===== config.mk =====
export PLATFORM = sky130hd
export DESIGN_NAME = blk_xfer_engine
export DESIGN_NICKNAME = d
export VERILOG_FILES = /design/src/rtl/blk_xfer_engine.sv
export SDC_FILE = /design/constraint.sdc
export NUM_CORES = 1
export LEC_CHECK = 0
export BUFFER_PORTS_ARGS = -buffer_cell sky130_fd_sc_hd__buf_4
export CORE_ASPECT_RATIO = 1.4
export CORE_MARGIN = 5
export CORE_UTILIZATION = 55
export CTS_CLUSTER_DIAMETER = 120
export DETAILED_ROUTE_END_ITERATION = 7
export GPL_TIMING_DRIVEN = 0
export MAX_ROUTING_LAYER = met4
export PLACE_DENSITY_LB_ADDON = 0.15
export SETUP_SLACK_MARGIN = 0.2
export SKIP_LAST_GASP = 1
export SYNTH_ARGS = -nofsm -noshare
export SYNTH_HDL_FRONTEND = slang
export SYNTH_SLANG_ARGS = --single-unit

===== constraint.sdc =====
create_clock -name clk -period 5.3 [get_ports clk]
set_clock_uncertainty 0.2 [all_clocks]
set_input_delay 0.795 -clock clk [delete_from_list [all_inputs] [get_ports clk]]
set_output_delay 0.795 -clock clk [all_outputs]
set_load 0.02 [all_outputs]

===== src/rtl/blk_xfer_engine.sv =====
module blk_xfer_engine #(
  parameter int MAX_BLK = 32
) (
  input  logic       clk,
  input  logic       rst_n,
  input  logic [7:0] host_cfg,
  input  logic [7:0] hst_addr,
  input  logic [7:0] hst_cmd,
  input  logic [7:0] hst_dat1,
  input  logic       dat0_we,
  input  logic [7:0] dat0_wdata,
  input  logic       blk_we,
  input  logic [7:0] blk_wdata,
  input  logic       go,
  input  logic       i2c_rd_op,
  input  logic       last_byte,
  input  logic       kill,
  input  logic       sts_we,
  input  logic [7:0] sts_wdata,
  output logic [7:0] status,
  output logic [7:0] dat0,
  output logic [7:0] blk_data,
  output logic       lnk_req,
  output logic [1:0] lnk_op,
  output logic [7:0] lnk_byte,
  output logic       lnk_nack,
  input  logic       lnk_done,
  input  logic [7:0] lnk_rx,
  input  logic       lnk_noack,
  input  logic       lnk_lost
);
  localparam int CW = $clog2(MAX_BLK + 1);
  localparam logic [1:0] OP_START = 2'd0, OP_TX = 2'd1, OP_RX = 2'd2, OP_STOP = 2'd3;

  typedef enum logic [3:0] {
    S_IDLE, S_ADR1, S_CMD, S_CNTW, S_PAY, S_ADR2, S_CNTR, S_RXB, S_HOLD, S_STOP
  } st_t;

  st_t           st;
  logic          issue, rd, i2crd, nocnt, nack_q, fin;
  logic          done, intr, dev, buse, fail;
  logic [6:0]    addr_q;
  logic [7:0]    cmd_q, dat0_q, blk_q;
  logic [CW-1:0] rem;
  logic          busy, release_w;

  function automatic logic [CW-1:0] eff_len(input logic [7:0] c);
    if (c == 8'd0) return CW'(1);
    if (int'(c) > MAX_BLK) return CW'(MAX_BLK);
    return CW'(c);
  endfunction

  assign busy      = (st != S_IDLE);
  assign release_w = sts_we && sts_wdata[0];
  assign status    = {2'b00, busy, fail, buse, dev, intr, done};
  assign dat0      = dat0_q;
  assign blk_data  = blk_q;
  assign lnk_req   = issue;

  always_comb begin
    lnk_op   = OP_TX;
    lnk_byte = 8'h00;
    lnk_nack = 1'b0;
    case (st)
      S_ADR1:  begin lnk_op = OP_START; lnk_byte = {addr_q, 1'b0}; end
      S_CMD:   lnk_byte = cmd_q;
      S_CNTW:  lnk_byte = dat0_q;
      S_PAY:   lnk_byte = blk_q;
      S_ADR2:  begin lnk_op = OP_START; lnk_byte = {addr_q, 1'b1}; end
      S_CNTR:  lnk_op = OP_RX;
      S_RXB:   begin lnk_op = OP_RX; lnk_nack = nack_q; end
      S_STOP:  lnk_op = OP_STOP;
      default: ;
    endcase
  end

  always_ff @(posedge clk or negedge rst_n) begin
    if (!rst_n) begin
      st <= S_IDLE; issue <= 1'b0; rd <= 1'b0; i2crd <= 1'b0; nocnt <= 1'b0;
      nack_q <= 1'b0; fin <= 1'b0; done <= 1'b0; intr <= 1'b0; dev <= 1'b0;
      buse <= 1'b0; fail <= 1'b0; addr_q <= '0; cmd_q <= '0; dat0_q <= '0;
      blk_q <= '0; rem <= '0;
    end else begin
      issue <= 1'b0;
      if (sts_we) begin
        done <= done & ~sts_wdata[0];
        intr <= intr & ~sts_wdata[1];
        dev  <= dev  & ~sts_wdata[2];
        buse <= buse & ~sts_wdata[3];
        fail <= fail & ~sts_wdata[4];
      end
      if (dat0_we) dat0_q <= dat0_wdata;
      if (blk_we)  blk_q  <= blk_wdata;

      if (kill && busy) begin
        st   <= S_IDLE;
        fail <= 1'b1;
      end else begin
        case (st)
          S_IDLE: if (go && host_cfg[0] && !done) begin
            addr_q <= hst_addr[7:1];
            rd     <= i2c_rd_op | hst_addr[0];
            i2crd  <= i2c_rd_op;
            nocnt  <= i2c_rd_op | host_cfg[2];
            cmd_q  <= i2c_rd_op ? hst_dat1 : hst_cmd;
            rem    <= eff_len(dat0_q);
            fin    <= 1'b0;
            st     <= S_ADR1;
            issue  <= 1'b1;
          end
          S_ADR1, S_CMD, S_CNTW, S_PAY, S_ADR2: if (lnk_done) begin
            if (lnk_lost) begin
              buse <= 1'b1;
              st   <= S_IDLE;
            end else if (lnk_noack) begin
              dev   <= 1'b1;
              fin   <= 1'b0;
              st    <= S_STOP;
              issue <= 1'b1;
            end else begin
              case (st)
                S_ADR1: begin st <= S_CMD; issue <= 1'b1; end
                S_CMD: begin
                  st    <= rd ? S_ADR2 : (nocnt ? S_PAY : S_CNTW);
                  issue <= 1'b1;
                end
                S_CNTW: begin st <= S_PAY; issue <= 1'b1; end
                S_ADR2: begin
                  issue <= 1'b1;
                  if (i2crd) begin
                    st     <= S_RXB;
                    nack_q <= last_byte;
                  end else begin
                    st <= S_CNTR;
                  end
                end
                default: begin
                  if (rem == CW'(1)) begin
                    st    <= S_STOP;
                    fin   <= 1'b1;
                    issue <= 1'b1;
                  end else begin
                    rem  <= rem - CW'(1);
                    st   <= S_HOLD;
                    done <= 1'b1;
                  end
                end
              endcase
            end
          end
          S_CNTR: if (lnk_done) begin
            if (lnk_lost) begin
              buse <= 1'b1;
              st   <= S_IDLE;
            end else begin
              dat0_q <= lnk_rx;
              rem    <= eff_len(lnk_rx);
              nack_q <= last_byte || (eff_len(lnk_rx) == CW'(1));
              st     <= S_RXB;
              issue  <= 1'b1;
            end
          end
          S_RXB: if (lnk_done) begin
            if (lnk_lost) begin
              buse <= 1'b1;
              st   <= S_IDLE;
            end else begin
              blk_q <= lnk_rx;
              if (nack_q) begin
                st    <= S_STOP;
                fin   <= 1'b1;
                issue <= 1'b1;
              end else begin
                rem  <= rem - CW'(1);
                st   <= S_HOLD;
                done <= 1'b1;
              end
            end
          end
          S_HOLD: if (release_w) begin
            issue <= 1'b1;
            if (rd) begin
              st     <= S_RXB;
              nack_q <= last_byte || (!i2crd && rem == CW'(1));
            end else begin
              st <= S_PAY;
            end
          end
          S_STOP: if (lnk_done) begin
            st <= S_IDLE;
            if (fin) begin
              done <= 1'b1;
              intr <= 1'b1;
            end
          end
          default: st <= S_IDLE;
        endcase
      end
    end
  end

  AST_REQ_SINGLE:   assert property (@(posedge clk) disable iff (!rst_n) lnk_req |=> !lnk_req);
  AST_PAUSE_QUIET:  assert property (@(posedge clk) disable iff (!rst_n) (busy && done) |-> !lnk_req);
  AST_COUNT_TO_D0:  assert property (@(posedge clk) disable iff (!rst_n)
                      (st == S_CNTR && lnk_done && !lnk_lost && !kill) |=> dat0 == $past(lnk_rx));
  AST_NACK_RX_ONLY: assert property (@(posedge clk) disable iff (!rst_n) (lnk_req && lnk_nack) |-> lnk_op == OP_RX);
  AST_END_FLAGS:    assert property (@(posedge clk) disable iff (!rst_n)
                      ($fell(busy) && !fail && !dev && !buse) |-> (done && intr));
  AST_IDLE_SILENT:  assert property (@(posedge clk) disable iff (!rst_n) !busy |-> !lnk_req);
endmodule


==> reports/summary.txt, run 1 <==
final net count: 552
fill count: 506
Async SR Flop Fraction: 1.00
critical-path maximum fanout: 10
Row Count: 34
Max clock buf depth: 2
Synth Register Bits: 52
Post-DRT Antenna Nets: 0
Max-slew headroom: 0.434
die area: 0.00789 mm^2
slowest CP cell: clkbuf_1
sequential fraction of the synthesis area: 0.382
FF-to-FF setup slack: 2.50 ns
Worst VDD drop: 418 uV
clk_lat worst skew: 0.31 ns
H-tree levels: 2
clock sinks: 52
HPWL Detailed: 8350 um
leakage power: 2.00 nW
vias per cell: 6.03
post_cts resized: 0
Power, Total: 2.33 mW
Final Cycle Share: 0.687
WL final: 10,700 um
PnR worst setup slack: 1.66 ns
first drt pass iteration count: 4
I/O Buffers: 97
Post-Route Setup TNS: 0 ns
crit end category: output port
Largest stage delay, worst path: 0.46 ns
critical path class: flip-flop to output port
Initial Util: 0.556
post-route design area: 0.00434 mm^2
Layout area overhead: 27.5%
Die Ht: 103 um
initial antenna violation count: 0
most frequent cells in the layout: buf_4 (106), dfrtp_1 (52), nor2_1 (46)
Cell Area, Synth: 0.00341 mm^2
Clk pin slew, worst setup/hold paths: 0.10 ns
ys flop type: dfrtp_1
fraction of layout cells with a size suffix above 1: 0.305
Top delay family on crit path: buffers and inverters
Worst Max-Slew Pin Slew: 0.843 ns
Core Area: 0.00613 mm^2
Post-DP Area: 0.00423 mm^2
Yosys cell types: 64
Hold WS: 0.283 ns
Num CTS Buffers: 5
Arr. time, crit path: 2.65 ns
Worst setup SP type: flip-flop
Crit path top cell by count: clkbuf_1
Post-Syn Area per Cell: 9.23 um^2
outcome: complete, no violations
crit path buf inv count: 4
1st-iter DRT viols: 220
Ant. Diodes: 0
root buffer cell: clkbuf_8
Post-CTS Hold Buffers: 0
DRC: 0
largest net degree at the start of global routing: 53
WP data required: 4.30 ns
f_max: 275 MHz
Final Hold Violating Endpoints: 0
setup repair bufs after CTS: 0
wire per inst: 19.5 um
Ports: 112
Place WS: 2.06 ns
CTS tree: done
Max Slew Vio Count: 0
synthesis warning total: 0
die width: 76.5 um
total congestion overflow: 0
Min-Delay Path Class: flip-flop to flip-flop
Critical Path, Cell by Cell: clkbuf_1 > clkbuf_1 > clkbuf_1 > nand2b_1 > o22ai_1 > buf_4
# Max-Cap Violations: 0
Finish-stage setup viols: 0
EDFF count, synth: 0
commonest non-fill, non-tap cell in the layout: buf_4
cell count after synthesis: 369
PwrDens: 537 mW/mm^2
gr usage total: 0.284
vias after detailed routing: 3,298
first-pass GRT wire length: 17,200 um
RSZ-0062 raised after global routing: false
vias in the first global route: 3,468
RD Place Congestion: 0.953
Final Critical Period: 3.64 ns
[area by class of cell]
cell class,count,area (um^2),area share
Buffer,31,176,0.0406
Clock buffer,5,68.8,0.0158
Clock inverter,3,46.3,0.0107
Inverter,8,30.0,0.00691
Multi-Input combinational cell,279,1900,0.438
Sequential cell,52,1300,0.300
Tap cell,72,90.1,0.0207
Timing Repair Buffer,97,728,0.168
[power breakdown]
part | switching [mW] | internal, mW | total, mW
logic | 0.773 | 0.615 | 1.39
registers | 0.126 | 0.536 | 0.663
clock network | 0.141 | 0.142 | 0.284
total | 1.04 | 1.29 | 2.33
[metrics by stage]
step	instances	utilization
finish	547	0.709
global route	547	0.709
CTS	547	0.709
detailed placement	539	0.690
global placement	539	0.690
floorplan	370	-
[worst reg2reg max path: cells and delay by family, from the launching register on]
family	cells	cell delay, ns
buffers and inverters	1	0.43
AOI/OAI and AO/OA	1	0.26
muxes	1	0.35
DFF	1	0.38
and+or+nand+nor	3	1.08
[flip-flops by register name (all words and copies together), names as in the netlist, 4 cells and up]
name,count
addr_q,7
blk_data,8
cmd_q,8
dat0,8
rem,6
st,4
[cell usage after synthesis (2+ instances only)]
cell type	count	area (um^2)
nand3b_1	2	15.0
a32o_1	2	20.0
inv_1	8	30.0
nor3b_1	2	15.0
buf_1	3	11.3
dfrtp_1	52	1300
nor3_1	9	45.0
nor2b_1	8	50.1
nor4_1	5	31.3
ha_1	2	25.0
clkbuf_1	13	48.8
or4_1	4	30.0
mux2_2	14	158
nor3_2	2	20.0
buf_6	3	33.8
o22a_1	2	17.5
o2bb2ai_1	2	17.5
o22ai_1	11	68.8
buf_4	9	67.6
o21a_1	3	22.5
o221ai_1	4	35.0
a21oi_1	38	190
or3_1	2	12.5
a21o_1	2	15.0
xnor2_1	2	17.5
a31oi_1	3	18.8
and2_1	3	18.8
a22oi_1	9	67.6
o21ai_2	2	17.5
nor2_1	46	173
o21ai_0	9	45.0
a22o_1	3	26.3
nand2b_1	11	68.8
nand2_1	15	56.3
buf_2	3	15.0
nand3_1	2	10.0
mux2i_1	31	310
or2_2	2	12.5
[logic make-up (layout without fill, tap and decap cells)]
kind of cell / count (synthesis) / after routing / share of synthesized area
flops: 52 / 52 / 0.382
simple gates: 122 / 122 / 0.188
xor+xnor: 3 / 3 / 0.0132
mux: 46 / 46 / 0.141
fa+ha+maj: 2 / 2 / 0.00734
buf+inv: 39 / 144 / 0.0606
other cells: 1 / 2 / 0.00110
compound gates: 104 / 104 / 0.207
[worst paths after layout]
kind / from / endpoint / depth (start not counted)
worst max-delay path: st[3] / lnk_byte[1] / 6
worst min-delay path: fail / fail / 1
worst max register to register: st[3] / nack_q / 6
worst min register to register: fail / fail / 1
max in group asynchronous: rst_n / dat0[7] / 1
min in group asynchronous: rst_n / st[1] / 1
[layer usage]
metal | global-route usage | vias to the layer above | share of wire
met5 | - | - | 0
met4 | 0.131 | 0 | 0.038
li1 | - | 1549 | -
met2 | 0.513 | 136 | 0.53
met3 | 0.0472 | 30 | 0.062
met1 | 0.305 | 1583 | 0.37
Power figures use the tool's default switching activity.
==> run 2: changes to the inputs <==
--- a/config.mk
+++ b/config.mk
@@ -5,10 +5,11 @@
 export SDC_FILE = /design/constraint.sdc
 export NUM_CORES = 1
 export LEC_CHECK = 0
+export ABC_AREA = 1
 export BUFFER_PORTS_ARGS = -buffer_cell sky130_fd_sc_hd__buf_4
 export CORE_ASPECT_RATIO = 1.4
 export CORE_MARGIN = 5
-export CORE_UTILIZATION = 55
+export CORE_UTILIZATION = 47
 export CTS_CLUSTER_DIAMETER = 120
 export DETAILED_ROUTE_END_ITERATION = 7
 export GPL_TIMING_DRIVEN = 0
==> constraint.sdc (replaced) <==
create_clock -name clk -period 3.22 [get_ports clk]
set_clock_uncertainty 0.2 [all_clocks]
set_input_delay 0.483 -clock clk [delete_from_list [all_inputs] [get_ports clk]]
set_output_delay 0.483 -clock clk [all_outputs]
set_load 0.02 [all_outputs]
==> run 2 against run 1 <==
Compared with the run above: via count rose by 18%; count of clock-buffer cells in the layout did not move; utilization fell by 9.3 points; combinational power rose by 60%; critical endpoint is now lnk_byte[5]; clock power rose by 68%; worst hold slack got worse by 0.13 ns; synthesized area rose by 4.0%; synthesized cell count rose by 45%; critical path depth rose by 2; register-to-register slack got worse by 1.4 ns; global-route usage fell by 4.4 points.
==> reports/summary.txt, run 2 <==
total congestion overflow: 0 (unchanged)
WL met3: 634 um (was 663 um)
Cell Area, Synth: 0.00354 mm^2 (was 0.00341 mm^2)
CTS tree: done (unchanged)
reg2reg end: rem[3] (was nack_q)
cell count after synthesis: 534 (was 369)
I/O Buffers: 99 (was 97)
slowest CP cell: dfrtp_1 (was clkbuf_1)
critical path class: flip-flop to output port (unchanged)
Synth Register Bits: 52 (unchanged)
PwrDens: 823 mW/mm^2 (was 537 mW/mm^2)
Post-synth top cells: nand2_1 (162), inv_1 (83), o21ai_0 (61) (was dfrtp_1 (52), nor2_1 (46), a21oi_1 (38))
Ant. Diodes: 0 (unchanged)
Synth Area in Compound Gates: 0.156 (was 0.207)
vias after detailed routing: 3,888 (was 3,298)
Post-Route Setup TNS: 0 ns (unchanged)
WP data required: 2.54 ns (was 4.30 ns)
root buffer cell: clkbuf_8 (unchanged)
vias per cell: 5.25 (was 6.03)
HPWL Detailed: 8680 um (was 8350 um)
Finish-stage setup viols: 0 (unchanged)
most frequent cells in the layout: nand2_1 (162), buf_4 (108), inv_1 (83) (was buf_4 (106), dfrtp_1 (52), nor2_1 (46))
DRC: 0 (unchanged)
fraction of layout cells with a size suffix above 1: 0.226 (was 0.305)
crit end category: output port (unchanged)
hold wc startpoint: hst_addr[3] (was fail)
Synth top area share: 0.367 (was 0.382)
first-pass GRT wire length: 17,800 um (was 17,200 um)
FF+latch area: 0.00130 mm^2 (unchanged)
Num CTS Buffers: 5 (unchanged)
f_max: 362 MHz
sequential fraction of the synthesis area: 0.367 (was 0.382)
leakage power: 2.51 nW (was 2.00 nW)
first drt pass iteration count: 5 (was 4)
outcome: complete, no violations (unchanged)
1st-iter DRT viols: 206 (was 220)
Layout area overhead: 28.0% (was 27.5%)
adder-cell share of the synthesized area: 0.00706 (was 0.00734)
ys flop type: dfrtp_1 (unchanged)
initial antenna violation count: 0 (unchanged)
Final Critical Period: 2.76 ns
worst r2r src: st[3] (unchanged)
Largest stage delay, worst path: 0.49 ns (was 0.46 ns)
Worst Max-Slew Pin Slew: 0.672 ns (was 0.843 ns)
Core Area: 0.00736 mm^2 (was 0.00613 mm^2)
area leader, netlist: dfrtp_1 (unchanged)
Arr. time, crit path: 2.08 ns (was 2.65 ns)
critical-path maximum fanout: 5 (was 10)
Max clock buf depth: 2 (unchanged)
H-tree levels: 2 (unchanged)
clk_lat worst skew: 0.33 ns (was 0.31 ns)
simple logic cell fraction of the synthesized area: 0.337 (was 0.188)
Post-Syn Area per Cell: 6.63 um^2 (was 9.23 um^2)
M1 wire length: 4320 um (was 3990 um)
Clk pin slew, worst setup/hold paths: 0.10 ns (about the same)
Post-DRT Antenna Nets: 0 (unchanged)
Worst VDD drop: 559 uV (was 418 uV)
EDFF count, synth: 0 (unchanged)
final net count: 720 (was 552)
Final Cycle Share: 0.858
hold path depth: 3 (was 1)
Row Count: 37 (was 34)
largest family of logic cells by synthesized area: simple AND/OR/NAND/NOR gates (was compound AO/OA/AOI/OAI gates)
RD Place Congestion: 0.940 (was 0.953)
setup repair bufs after CTS: 0 (unchanged)
clock sinks: 52 (unchanged)
FF-to-FF setup slack: 1.14 ns (was 2.50 ns)
Post-Synth XOR/XNOR Area: 0 (was 0.0132)
Ports: 112 (unchanged)
fin util: 0.616 (was 0.709)
wire per inst: 14.7 um (was 19.5 um)
area of the multi-input gates: 0.00180 mm^2 (was 0.00190 mm^2)
fill count: 716 (was 506)
WL met2: 5540 um (was 5620 um)
synthesis warning total: 0 (unchanged)
hold path endpoint: addr_q[2] (was fail)
RSZ-0062 raised after global routing: false (unchanged)
R2R cell count: 7 (was 6)
WL final: 10,900 um (was 10,700 um)
ranking of synthesized cells by area: dfrtp_1 (37%), nand2_1 (17%), inv_1 (8.8%), o21ai_0 (8.6%), nand3_1 (6.8%) (was dfrtp_1 (38%), mux2i_1 (9.1%), a21oi_1 (5.6%), nor2_1 (5.1%), mux2_2 (4.6%))
Worst setup SP type: flip-flop (unchanged)
Critical Path, Cell by Cell: inv_2 > nand2_1 > nor2_1 > inv_1 > o22ai_1 > a21oi_1 > o21ai_0 > buf_4 (was clkbuf_1 > clkbuf_1 > clkbuf_1 > nand2b_1 > o22ai_1 > buf_4)
die area: 0.00940 mm^2 (was 0.00789 mm^2)
Max-slew headroom: 0.549 (was 0.434)
Die Ht: 113 um (was 103 um)
Top Layer Used: met4 (unchanged)
Final Hold Violating Endpoints: 0 (unchanged)
dominant cell by count in the synthesized netlist: nand2_1 (was dfrtp_1)
largest net degree at the start of global routing: 53 (unchanged)
vias in the first global route: 3,890 (was 3,468)
gr usage total: 0.240 (was 0.284)
Async SR Flop Fraction: 1.00 (unchanged)
Min-Delay Path Class: input pin to flip-flop (was flip-flop to flip-flop)
die width: 83.4 um (was 76.5 um)
# Max-Cap Violations: 0 (unchanged)
Max Slew Vio Count: 0 (unchanged)
mux cell area share after synthesis: 0.00565 (was 0.141)
Yosys cell types: 32 (was 64)
commonest non-fill, non-tap cell in the layout: nand2_1 (was buf_4)
Initial Util: 0.481 (was 0.556)
==> run 2: cell types whose count changed after synthesis, sizes merged, moves of 11 or more <==
| cell | before | now |
|---|---|---|
| nand3 | 2 | 50 |
| nand2b | 11 | 0 |
| nand2 | 15 | 169 |
| mux2i | 31 | 2 |
| mux2 | 15 | 0 |
| o21ai | 11 | 67 |
| inv | 8 | 87 |
| a21oi | 38 | 17 |
==> run 2: how the worst max path moves through the flow <==
stage / start / end / slack, ns / cells past startpoint
floorplan: st[3] / lnk_byte[1] / 1.08 / 5
global placement: st[3] / lnk_byte[5] / 0.87 / 8
detailed placement: st[3] / lnk_byte[3] / 0.86 / 8
CTS: st[3] / lnk_byte[3] / 0.47 / 8
global route: st[3] / lnk_byte[3] / 0.23 / 8
finish: st[3] / lnk_byte[5] / 0.46 / 8
==> run 2: final cells by class <==
type | instances | share of cell area
flip-flops and latches | 52 | 0.287
inverters | 88 | 0.0734
repair buffers | 100 | 0.166
clock inverters | 3 | 0.0102
well taps | 97 | 0.0268
plain buffers | 19 | 0.0246
clock buffers | 5 | 0.0152
multi-input cells | 376 | 0.397
==> run 2: worst max-delay path: cells and delay by family (launching register included) <==
family | cells | cell delay (ns)
buf+inv | 3 | 0.50
simple gates | 2 | 0.42
compound gates | 3 | 0.35
flops | 1 | 0.49
==> run 2: repair_timing <==
item,in CTS,in global routing
endpoints found under the hold margin,2,0
endpoints found under the setup margin,0,0
hold buffers,1,0
gates resized for setup,0,0
==> run 2: kinds of logic after synthesis <==
family	Yosys count
and+or+nand+nor	268
muxes	2
buffers and inverters	107
DFF	52
AOI/OAI and AO/OA	102
adders and majority gates	2
other	1
==> run 2: where the power goes <==
part           internal (mW)  total [mW]  switching, mW  leakage, nW
clock                  0.234       0.476          0.242       0.0548
combinational          0.791        2.23           1.44         1.80
sequential             0.871        1.02          0.154        0.650
==> run 2: layer usage <==
layer | global-route usage | up-vias
met5 | - | -
met4 | 0.110 | 0
met3 | 0.0452 | 30
met2 | 0.418 | 151
met1 | 0.264 | 1788
li1 | - | 1919
==> run 2: stage by stage <==
stage	instance area, um^2	instances	hold slack (ns)	setup slack, ns	power (mW)
after floorplan	3550	535	-0.0126	1.08	2.56
after global placement	4410	731	0.258	0.865	3.21
after detailed placement	4410	731	0.259	0.864	3.25
after CTS	4540	740	0.148	0.472	3.73
after global routing	4540	740	0.145	0.234	4.06
final	4540	740	0.155	0.456	3.73
